## config.mk

```make
export PLATFORM = sky130hd
export DESIGN_NAME = phy_bringup
export DESIGN_NICKNAME = d
export VERILOG_FILES = /design/src/rtl/phy_bringup_pkg.sv /design/src/rtl/pbu_tick_delay.sv /design/src/rtl/pbu_budget.sv /design/src/rtl/phy_bringup.sv
export SDC_FILE = /design/constraint.sdc
export NUM_CORES = 1
export LEC_CHECK = 0
export BUFFER_PORTS_ARGS = -buffer_cell sky130_fd_sc_hd__buf_2
export CORE_UTILIZATION = 56
export CTS_BUF_LIST = sky130_fd_sc_hd__clkbuf_16
export DETAILED_ROUTE_END_ITERATION = 12
export HOLD_SLACK_MARGIN = 0.08
export PLACE_DENSITY = 0.79
export SETUP_SLACK_MARGIN = 0.4
export SYNTH_ARGS = -nofsm -noshare
export SYNTH_HDL_FRONTEND = slang
export SYNTH_SLANG_ARGS = --single-unit
```

## constraint.sdc

```tcl
create_clock -name clk -period 2.68 [get_ports clk]
set_clock_uncertainty 0.05 [all_clocks]
set_input_delay 0.536 -clock clk [delete_from_list [all_inputs] [get_ports clk]]
set_output_delay 0.536 -clock clk [all_outputs]
set_load 0.01 [all_outputs]
```

## src/rtl/phy_bringup_pkg.sv

```systemverilog
`timescale 1ns/1ps
package phy_bringup_pkg;

  localparam logic [4:0] REG_CTRL = 5'd0;
  localparam logic [4:0] REG_STAT = 5'd1;
  localparam logic [4:0] REG_ADV  = 5'd4;

  localparam int B_RESET   = 15;
  localparam int B_ANEN    = 12;
  localparam int B_ISO     = 10;
  localparam int B_RESTART = 9;
  localparam int B_ANDONE  = 5;
  localparam int B_LINK    = 2;

  localparam logic [15:0] ADV_ABILITY = 16'h01E0;
  localparam int          CFG_STEPS   = 5;

  typedef enum logic [3:0] {
    S_IDLE, S_SCAN_ST, S_SCAN_CT, S_RST_WR, S_RST_DLY, S_RST_RD,
    S_CFG_RD, S_CFG_WR, S_AN_RD, S_AN_DLY, S_LK_RD, S_LK_DLY
  } state_t;

  typedef enum logic [3:0] {
    E_NONE = 4'd0, E_NO_PHY = 4'd1, E_RST_RD = 4'd2, E_RST_TO = 4'd3,
    E_CFG_RD = 4'd4, E_AN_RD = 4'd5, E_AN_TO = 4'd6, E_LK_RD = 4'd7,
    E_LK_TO = 4'd8
  } err_t;

  typedef struct packed {
    logic [4:0]  regno;
    logic [15:0] set_m;
    logic [15:0] clr_m;
  } rmw_t;

  // step 0 belongs to reset completion, steps 1..4 are configuration
  function automatic rmw_t rmw_step(input logic [2:0] idx);
    rmw_t s;
    s.regno = REG_CTRL;
    s.set_m = '0;
    s.clr_m = '0;
    case (idx)
      3'd0:    s.clr_m = 16'h0001 << B_ISO;
      3'd1:    s.clr_m = 16'h0001 << B_ANEN;
      3'd2:    begin s.regno = REG_ADV; s.set_m = ADV_ABILITY; end
      3'd3:    s.set_m = 16'h0001 << B_ANEN;
      3'd4:    s.set_m = 16'h0001 << B_RESTART;
      default: s.regno = REG_CTRL;
    endcase
    return s;
  endfunction

endpackage

```

## src/rtl/pbu_tick_delay.sv

```systemverilog
`timescale 1ns/1ps
module pbu_tick_delay #(
  parameter int STEP_TICKS = 10
) (
  input  logic clk,
  input  logic rst,
  input  logic run,
  input  logic ms_tick,
  output logic expired
);
  localparam int CW = $clog2(STEP_TICKS + 1);
  localparam logic [CW-1:0] LIMIT = CW'(STEP_TICKS);

  logic [CW-1:0] cnt;

  always_ff @(posedge clk) begin
    if (rst || !run)
      cnt <= '0;
    else if (ms_tick && cnt != LIMIT)
      cnt <= cnt + 1'b1;
  end

  assign expired = run && (cnt == LIMIT);
endmodule

```

## src/rtl/pbu_budget.sv

```systemverilog
`timescale 1ns/1ps
module pbu_budget #(
  parameter int BUDGET_TICKS = 5000,
  parameter int STEP_TICKS   = 10
) (
  input  logic clk,
  input  logic rst,
  input  logic load,
  input  logic dec,
  output logic last
);
  localparam int BW = $clog2(BUDGET_TICKS + 1);
  localparam logic [BW-1:0] FULL  = BW'(BUDGET_TICKS);
  localparam logic [BW-1:0] STEPV = BW'(STEP_TICKS);

  logic [BW-1:0] remaining;

  always_ff @(posedge clk) begin
    if (rst)
      remaining <= '0;
    else if (load)
      remaining <= FULL;
    else if (dec && remaining > STEPV)
      remaining <= remaining - STEPV;
  end

  // the poll now under way is the last one the budget pays for
  assign last = (remaining <= STEPV);
endmodule

```

## src/rtl/phy_bringup.sv

```systemverilog
`timescale 1ns/1ps
module phy_bringup
  import phy_bringup_pkg::*;
#(
  parameter int PHY_SLOTS    = 32,
  parameter int STEP_TICKS   = 10,
  parameter int BUDGET_TICKS = 5000
) (
  input  logic        clk,
  input  logic        rst,
  input  logic        start,
  input  logic        ms_tick,
  output logic        mdio_req,
  output logic        mdio_wr,
  output logic [4:0]  mdio_phy,
  output logic [4:0]  mdio_reg,
  output logic [15:0] mdio_wdata,
  input  logic        mdio_done,
  input  logic        mdio_ok,
  input  logic [15:0] mdio_rdata,
  output logic [4:0]  phy_addr,
  output logic        phy_found,
  output logic        reset_ok,
  output logic        aneg_done,
  output logic        link_up,
  output logic        timeout,
  output logic        busy,
  output logic        done,
  output logic [3:0]  err_code
);
  localparam logic [4:0] LAST_PHY  = 5'(PHY_SLOTS - 1);
  localparam logic [2:0] LAST_STEP = 3'(CFG_STEPS - 1);

  state_t      state;
  logic [4:0]  cur_phy;
  logic [2:0]  step_idx;
  logic [15:0] rmw_val;
  rmw_t        cur_step;

  logic        is_op, op_wr;
  logic [4:0]  op_reg;
  logic [15:0] op_data;
  logic        op_fin, dly_run, dly_exp;
  logic        bud_load, bud_dec, bud_last;
  logic        abort;
  err_t        abort_code;

  assign cur_step = rmw_step(step_idx);
  assign op_fin   = mdio_req && mdio_done;
  assign dly_run  = (state == S_RST_DLY) || (state == S_AN_DLY) || (state == S_LK_DLY);

  // access that the current state needs
  always_comb begin
    is_op   = 1'b1;
    op_wr   = 1'b0;
    op_reg  = REG_STAT;
    op_data = '0;
    case (state)
      S_SCAN_ST: op_reg = REG_STAT;
      S_SCAN_CT: op_reg = REG_CTRL;
      S_RST_WR:  begin op_wr = 1'b1; op_reg = REG_CTRL; op_data = 16'h0001 << B_RESET; end
      S_RST_RD:  op_reg = REG_CTRL;
      S_CFG_RD:  op_reg = cur_step.regno;
      S_CFG_WR:  begin op_wr = 1'b1; op_reg = cur_step.regno; op_data = rmw_val; end
      S_AN_RD:   op_reg = REG_STAT;
      S_LK_RD:   op_reg = REG_STAT;
      default:   is_op = 1'b0;
    endcase
  end

  // terminal failures
  always_comb begin
    abort      = 1'b0;
    abort_code = E_NONE;
    if (op_fin) begin
      case (state)
        S_SCAN_ST, S_SCAN_CT:
          if (!mdio_ok && cur_phy == LAST_PHY) begin abort = 1'b1; abort_code = E_NO_PHY; end
        S_RST_RD:
          if (!mdio_ok) begin abort = 1'b1; abort_code = E_RST_RD; end
          else if (mdio_rdata[B_RESET] && bud_last) begin abort = 1'b1; abort_code = E_RST_TO; end
        S_CFG_RD:
          if (!mdio_ok) begin abort = 1'b1; abort_code = E_CFG_RD; end
        S_AN_RD:
          if (!mdio_ok) begin abort = 1'b1; abort_code = E_AN_RD; end
          else if (!mdio_rdata[B_ANDONE] && bud_last) begin abort = 1'b1; abort_code = E_AN_TO; end
        S_LK_RD:
          if (!mdio_ok) begin abort = 1'b1; abort_code = E_LK_RD; end
          else if (!mdio_rdata[B_LINK] && bud_last) begin abort = 1'b1; abort_code = E_LK_TO; end
        default: abort = 1'b0;
      endcase
    end
  end

  assign bud_load = op_fin && ((state == S_RST_WR) ||
                    (state == S_CFG_WR && step_idx == LAST_STEP) ||
                    (state == S_AN_RD && mdio_ok && mdio_rdata[B_ANDONE]));
  assign bud_dec  = op_fin && mdio_ok && !bud_last &&
                    ((state == S_RST_RD && mdio_rdata[B_RESET]) ||
                     (state == S_AN_RD  && !mdio_rdata[B_ANDONE]) ||
                     (state == S_LK_RD  && !mdio_rdata[B_LINK]));

  pbu_tick_delay #(.STEP_TICKS(STEP_TICKS)) u_delay (
    .clk(clk), .rst(rst), .run(dly_run), .ms_tick(ms_tick), .expired(dly_exp)
  );

  pbu_budget #(.BUDGET_TICKS(BUDGET_TICKS), .STEP_TICKS(STEP_TICKS)) u_budget (
    .clk(clk), .rst(rst), .load(bud_load), .dec(bud_dec), .last(bud_last)
  );

  always_ff @(posedge clk) begin
    if (rst) begin
      state      <= S_IDLE;
      cur_phy    <= '0;
      step_idx   <= '0;
      rmw_val    <= '0;
      mdio_req   <= 1'b0;
      mdio_wr    <= 1'b0;
      mdio_phy   <= '0;
      mdio_reg   <= '0;
      mdio_wdata <= '0;
      phy_addr   <= '0;
      phy_found  <= 1'b0;
      reset_ok   <= 1'b0;
      aneg_done  <= 1'b0;
      link_up    <= 1'b0;
      timeout    <= 1'b0;
      busy       <= 1'b0;
      done       <= 1'b0;
      err_code   <= '0;
    end else begin
      if (is_op && !mdio_req) begin
        mdio_req   <= 1'b1;
        mdio_wr    <= op_wr;
        mdio_phy   <= cur_phy;
        mdio_reg   <= op_reg;
        mdio_wdata <= op_data;
      end
      if (op_fin)
        mdio_req <= 1'b0;

      if (abort) begin
        state    <= S_IDLE;
        busy     <= 1'b0;
        done     <= 1'b1;
        err_code <= abort_code;
        timeout  <= (abort_code == E_RST_TO) || (abort_code == E_AN_TO) ||
                    (abort_code == E_LK_TO);
      end else begin
        case (state)
          S_IDLE: if (start) begin
            state     <= S_SCAN_ST;
            cur_phy   <= '0;
            phy_addr  <= '0;
            phy_found <= 1'b0;
            reset_ok  <= 1'b0;
            aneg_done <= 1'b0;
            link_up   <= 1'b0;
            timeout   <= 1'b0;
            err_code  <= '0;
            busy      <= 1'b1;
            done      <= 1'b0;
          end
          S_SCAN_ST: if (op_fin) begin
            if (mdio_ok) state <= S_SCAN_CT;
            else         cur_phy <= cur_phy + 1'b1;
          end
          S_SCAN_CT: if (op_fin) begin
            if (mdio_ok) begin
              phy_found <= 1'b1;
              phy_addr  <= cur_phy;
              state     <= S_RST_WR;
            end else begin
              cur_phy <= cur_phy + 1'b1;
              state   <= S_SCAN_ST;
            end
          end
          S_RST_WR:  if (op_fin) state <= S_RST_DLY;
          S_RST_DLY: if (dly_exp) state <= S_RST_RD;
          S_RST_RD: if (op_fin) begin
            if (!mdio_rdata[B_RESET]) begin
              step_idx <= '0;
              state    <= S_CFG_RD;
            end else
              state <= S_RST_DLY;
          end
          S_CFG_RD: if (op_fin) begin
            rmw_val <= (mdio_rdata & ~cur_step.clr_m) | cur_step.set_m;
            state   <= S_CFG_WR;
          end
          S_CFG_WR: if (op_fin) begin
            if (step_idx == '0) reset_ok <= 1'b1;
            if (step_idx == LAST_STEP) state <= S_AN_RD;
            else begin
              step_idx <= step_idx + 1'b1;
              state    <= S_CFG_RD;
            end
          end
          S_AN_RD: if (op_fin) begin
            if (mdio_rdata[B_ANDONE]) begin
              aneg_done <= 1'b1;
              state     <= S_LK_RD;
            end else
              state <= S_AN_DLY;
          end
          S_AN_DLY: if (dly_exp) state <= S_AN_RD;
          S_LK_RD: if (op_fin) begin
            if (mdio_rdata[B_LINK]) begin
              link_up <= 1'b1;
              busy    <= 1'b0;
              done    <= 1'b1;
              state   <= S_IDLE;
            end else
              state <= S_LK_DLY;
          end
          S_LK_DLY: if (dly_exp) state <= S_LK_RD;
          default:  state <= S_IDLE;
        endcase
      end
    end
  end
endmodule

```

Word level (Yosys, flattened, before mapping)
Cells that the tools add are included.
{"block": "totals", "register_bits": 89, "in_bits": 22, "out_inout_bits": 44}
{"block": "op_classes", "n_addsub": 4, "order_cmp": 2, "n_eq_ne": 45, "muxes": 83, "n_bitwise": 4, "n_reduce_logical": 65}
{"cell": "4-bit 2-to-1 mux", "count": 21}
{"cell": "4-bit one-hot mux with 12 select lines", "count": 1}
{"cell": "13-bit one-hot mux with 3 select lines", "count": 1}
{"cell": "2-bit inequality test, second input constant", "count": 19}
{"cell": "16-bit one-hot mux with 2 select lines", "count": 1}
{"cell": "5-bit one-hot mux with 2 select lines", "count": 3}
{"cell": "1-bit 2-to-1 mux", "count": 27}
{"cell": "13-bit 2-to-1 mux", "count": 2}
{"cell": "13-bit one-hot mux with 2 select lines", "count": 1}
{"cell": "5-bit 2-to-1 mux", "count": 5}
{"cell": "5-bit AND reduction", "count": 5}
{"cell": "4-bit equality test, second input constant", "count": 6}
{"cell": "3-bit 2-to-1 mux", "count": 8}
{"cell": "4-bit by 3-bit equality test with 1-bit output, second input constant", "count": 5}
{"cell": "4-bit one-hot mux with 5 select lines", "count": 1}
{"cell": "1-bit logical AND", "count": 19}
{"cell": "2-bit nonzero test", "count": 9}
{"cell": "16-bit AND", "count": 1}
{"cell": "16-bit inverter", "count": 1}
{"cell": "16-bit OR", "count": 1}
{"cell": "13-bit by 4-bit greater-than comparator with 1-bit output, second input constant", "count": 1}
{"cell": "13-bit by 4-bit <= comparator with 1-bit output, second input constant", "count": 1}
{"cell": "13-bit AND reduction", "count": 1}
{"cell": "13-bit by 4-bit subtractor with 13-bit output, second input constant", "count": 1}
{"cell": "29 further kinds", "count": 62}

Logic depth before layout (Yosys ltp)
{"block": "logic_depth", "ltp_word": 10, "mapped_depth": 11, "depth_no_buf": 9}

Modules after synthesis
A second synthesis with hierarchy kept.
{"block": "unflattened", "cells_unflattened": 523, "hier_area_um2": 4380.5}
{"mod": "phy_bringup", "instances": 1, "cells_each": 421, "area_each_um2": 3473.3, "seq_area_each_um2": 1381.3}
{"mod": "pbu_budget", "instances": 1, "cells_each": 77, "area_each_um2": 679.4, "seq_area_each_um2": 240.2}
{"mod": "pbu_tick_delay", "instances": 1, "cells_each": 25, "area_each_um2": 227.7, "seq_area_each_um2": 80.1}

Worst setup path before layout
Ideal clock, no wire load.
{"block": "synth_path", "kind": "register -> register", "from": "reg cur_phy[0]", "to": "reg rmw_val[7]", "arrival_ns": 2.062, "required_time_ns": 2.552, "setup_slack_ns": 0.490, "stages_incl_launch_ff": 12, "period_less_slack_ns": 2.190, "cell_sequence": "dfxtp_1 > ha_1 > and3_1 > ha_1 > nand4bb_1 > o21ai_0 > a22oi_1 > and4_1 > buf_2 > buf_4 > nor2_1 > nor3_1"}
{"block": "synth_via", "elab_chain_len": 7}
{"element": "start: declaration", "line": "phy_bringup.sv:35", "source": "logic [4:0] cur_phy;"}
{"element": "start signal: assignment", "line": "phy_bringup.sv:166", "source": "else cur_phy <= cur_phy + 1'b1;"}
{"element": "start signal: assignment", "line": "phy_bringup.sv:174", "source": "cur_phy <= cur_phy + 1'b1;"}
{"element": "5-bit equality test", "line": "phy_bringup.sv:78", "source": "if (!mdio_ok && cur_phy == LAST_PHY) begin abort = 1'b1; abort_code = E_NO_PHY; end"}
{"element": "1-bit logical AND", "line": "phy_bringup.sv:78"}
{"element": "1-bit 2-to-1 mux", "line": "phy_bringup.sv:78"}
{"element": "1-bit one-hot mux with 5 select lines", "line": "phy_bringup.sv:76", "source": "case (state)"}
{"element": "1-bit 2-to-1 mux", "line": "phy_bringup.sv:75", "source": "if (op_fin) begin"}
{"element": "1-bit inverter (no line)"}
{"element": "3-bit AND reduction (no line)"}
{"element": "end signal: assignment", "line": "phy_bringup.sv:188", "source": "rmw_val <= (mdio_rdata & ~cur_step.clr_m) | cur_step.set_m;"}
{"element": "end: declaration", "line": "phy_bringup.sv:37", "source": "logic [15:0] rmw_val;"}
Every way passes these cells.
A chain may end at the register's enable or synchronous reset.

Final worst setup path
{"block": "layout_path", "from": "reg u_budget.remaining[7]", "to": "reg timeout"}
{"block": "layout_via", "elab_chain_len": 10}
{"element": "start: declaration", "line": "pbu_budget.sv:16", "source": "logic [BW-1:0] remaining;"}
{"element": "start signal: assignment", "line": "pbu_budget.sv:24", "source": "remaining <= remaining - STEPV;"}
{"element": "13-bit by 4-bit <= comparator with 1-bit output *", "line": "pbu_budget.sv:28", "source": "assign last = (remaining <= STEPV);"}
{"element": "1-bit logical AND (on tied branches)", "line": "phy_bringup.sv:81, phy_bringup.sv:86, phy_bringup.sv:89"}
{"element": "2-bit 2-to-1 mux (tied with other cells)", "line": "phy_bringup.sv:81", "source": "else if (mdio_rdata[B_RESET] && bud_last) begin abort = 1'b1; abort_code = E_RST_TO; end"}
{"element": "2-bit 2-to-1 mux (tied with other cells)", "line": "phy_bringup.sv:80", "source": "if (!mdio_ok) begin abort = 1'b1; abort_code = E_RST_RD; end"}
{"element": "4-bit one-hot mux with 5 select lines", "line": "phy_bringup.sv:76"}
{"element": "4-bit 2-to-1 mux", "line": "phy_bringup.sv:75"}
{"element": "4-bit by 2-bit equality test with 1-bit output / 4-bit by 3-bit equality test with 1-bit output (equally long branches)", "line": "phy_bringup.sv:147", "source": "timeout <= (abort_code == E_RST_TO) || (abort_code == E_AN_TO) ||"}
{"element": "1-bit logical OR (2 in a row)", "line": "phy_bringup.sv:147"}
{"element": "1-bit 2-to-1 mux", "line": "phy_bringup.sv:142", "source": "if (abort) begin"}
{"element": "end signal: assignment", "line": "phy_bringup.sv:147"}
{"element": "end: declaration", "line": "phy_bringup.sv:26", "source": "output logic timeout,"}
Mark *: on every way between the ends. The rest lies on a longest branch, timed or not.

==> impl_metrics.toml <==
[cts]
clockBufferDepth = 2
cts_tree = "yes"
clkLatencyLatePin_ns = 0.34
cts_sinks = 85
clock-root-buffer = "clkbuf_16"
h-tree-depth = 3
cts_buffers = 9
ctsHoldBuffers = 0
clk_pin_slew_ns = 0.07

[pwr]
ir_worst_vdd_mv = 0.737
power_density_nw_per_um2 = 830
finalPower_w = 0.00418
power_leakage_nw = 1.92

[synth]
synth_edf_count = 0
post_synth.cell_area_avg_sq_um = 8.04
synth_area_leaders = "dfxtp_1, a21oi_1, nand2_1"
synth_most_common_cell = "dfxtp_1"
synth_top_cell_by_area = "dfxtp_1"
synth-async-reset-ratio = 0
ys_seq_elements = 85
ys_seq_area_frac = 0.412
syn_area_sq_um = 4130
synth_flop_cell = "dfxtp_1"
synth_cell_types = 59
synth_top_area_frac = 0.412
synth_common_cells = "dfxtp_1, nand2_1, a21oi_1"
netlist_instances = 514
yosysWarnings = 0

[global_route]
antenna_found_initial = 0
grt_pass1_wl_um = 16200
grt-ovfl-total = 0
grt_pass1_vias = 3483
grt_usage = 0.269
grt_max_degree = 33

[setup_path]
worstPathArrival_ns = 2.43
crit_slowest_cell = "o2111a_2"
r2r_slack_ns = 0.44
worstSetupPathType = "reg2reg"
worst_path_most_repeated_cell = "buf_4"
path_cells = "nor4_4, o2111a_2, a31oi_4, buf_4, a31o_4, buf_4, and2_4, a21o_1"
slowest_delay_ns = 0.39
cp_max_fo = 7
endpoint_kind = "flip-flop"
cp.required_ns = 2.87
worst_setup_path_start_kind = "flip-flop"
worst_r2r_path_depth = 8

[floorplanning]
die_y_um = 87.9
core-area_sq_um = 6940
chipWidth_um = 87.9
rows = 30
die-area_sq_um = 7730
initial_core_util = 0.595
ios = 66

[timing]
final.period_utilization = 0.837
worstMarginPinSlew_ns = 0.725
slew_viol_final = 0
grt_setup_unrepaired = "false"
tns_ns = 0
hold_viol = 0
period_needed_ns = 2.24
fmax_mhz = 446
slew_headroom = 0.511
setup_viol = 0
fin_ws_ns = 0.437

[placed_design]
port_buffers = 62
place_ws_ns = 0.297
dpl.hpwl_um = 6880
gp_congestion = 0.938

[worst_hold_path]
hp-class = "in2reg"
hold_depth = 3

[cells_and_area]
multi_input_area_sq_um = 2290
reg_top3 = "mdio_wdata: 16 flops, rmw_val: 16 flops, u_budget.remaining: 12 flops"
diodes = 0
regArea_sq_um = 1720
nFillCells = 554
fin_nets = 617
drive_above_1_share = 0.248
area_growth_pct = 21.8

[routing]
first_pass_iters = 7
via_per_inst = 5.91
vias = 4045
routed_wl_um = 11000
antenna_left = 0
drt_iter0_markers = 329
wl_per_cell_um = 16.0
drc = 0

[flow_run]
cap_violations = 0

[outcome]
status = "complete, no violations"
==> where the power goes <==
group          leakage (nW)  internal [W]  total (W)  switching, W
Clock                 0.149      0.000662    0.00124      0.000578
Combinational          1.09      0.000543    0.00146      0.000921
Sequential            0.690       0.00134    0.00147      0.000130
==> logic make-up after synthesis <==
group,share of synthesized area
flops,0.412
mux,0.00485
fa+ha+maj,0.0333
simple gates,0.279
buf+inv,0.0612
xor+xnor,0.0360
other cells,0.000908
compound gates,0.173
==> worst max-delay path: cells and delay by family (launching register included) <==
| kind | cells | cell delay, ns |
|---|---|---|
| buffers and inverters | 2 | 0.30 |
| AND/OR/NAND/NOR | 2 | 0.50 |
| AO/OA/AOI/OAI | 4 | 0.94 |
| flip-flops | 1 | 0.34 |
==> final cells by class <==
| class | instances | area share |
|---|---|---|
| multi-input combinational | 380 | 0.454 |
| sequential | 85 | 0.341 |
| timing repair buffer | 94 | 0.110 |
| clock buffer | 9 | 0.0447 |
| tap | 96 | 0.0239 |
| clock inverter | 7 | 0.0152 |
| inverter | 14 | 0.0104 |
==> per-stage QoR <==
stage | cell area (sq um) | utilization | cells | hold slack (ns)
6_report | 5030 | 0.725 | 685 | 0.372
5_1_grt | 5030 | 0.725 | 685 | 0.378
3_5_place_dp | 4480 | 0.645 | 652 | 0.391
4_1_cts | 4820 | 0.694 | 671 | 0.366
2_1_floorplan | 4140 | - | 516 | 0.382
3_3_place_gp | 4480 | 0.645 | 652 | 0.386
==> layout by cell type (no fill, tap or decap), drive strengths merged, types with 7 or more instances in the layout <==
master and instances:
a31oi 8, buf 94, nor3 23, xor2 12, nand2b 9, nor2 43, ha 11, dfxtp 85
a21oi 64, nand2 74, nand3 33, o21ai 18, nand4 7, inv 18, clkbuf 9
==> timing repair <==
| action | in CTS | in global routing |
|---|---|---|
| gates resized for setup | 5 | 30 |
| setup endpoints to repair | 31 | 35 |
| cloned | 0 | 2 |
| pin swaps | 1 | 8 |
| setup buffers | 3 | 12 |
| endpoints found under the hold margin | 0 | 0 |
==> path summary, 6_finish.rpt <==
| kind | startpoint | endpoint |
|---|---|---|
| setup / recovery | u_budget.remaining[7]$_SDFFE_PP0P_ | timeout$_SDFFE_PP0P_ |
| hold / removal | mdio_rdata[13] | rmw_val[13]$_SDFFE_PP0P_ |
| setup reg to reg | u_budget.remaining[7]$_SDFFE_PP0P_ | timeout$_SDFFE_PP0P_ |
| hold reg to reg | mdio_wdata[4]$_SDFFE_PP0P_ | mdio_wdata[4]$_SDFFE_PP0P_ |
==> metal layers <==
metal  part of all wire  global-route usage  vias to the layer above
met1               0.42               0.348                     1900
li1                   -                   -                     1929
met2               0.50               0.455                      198
met5                  0                   0                        -
met4              0.013              0.0835                        0
met3              0.069              0.0509                       18
(Power assumes the default switching activity.)
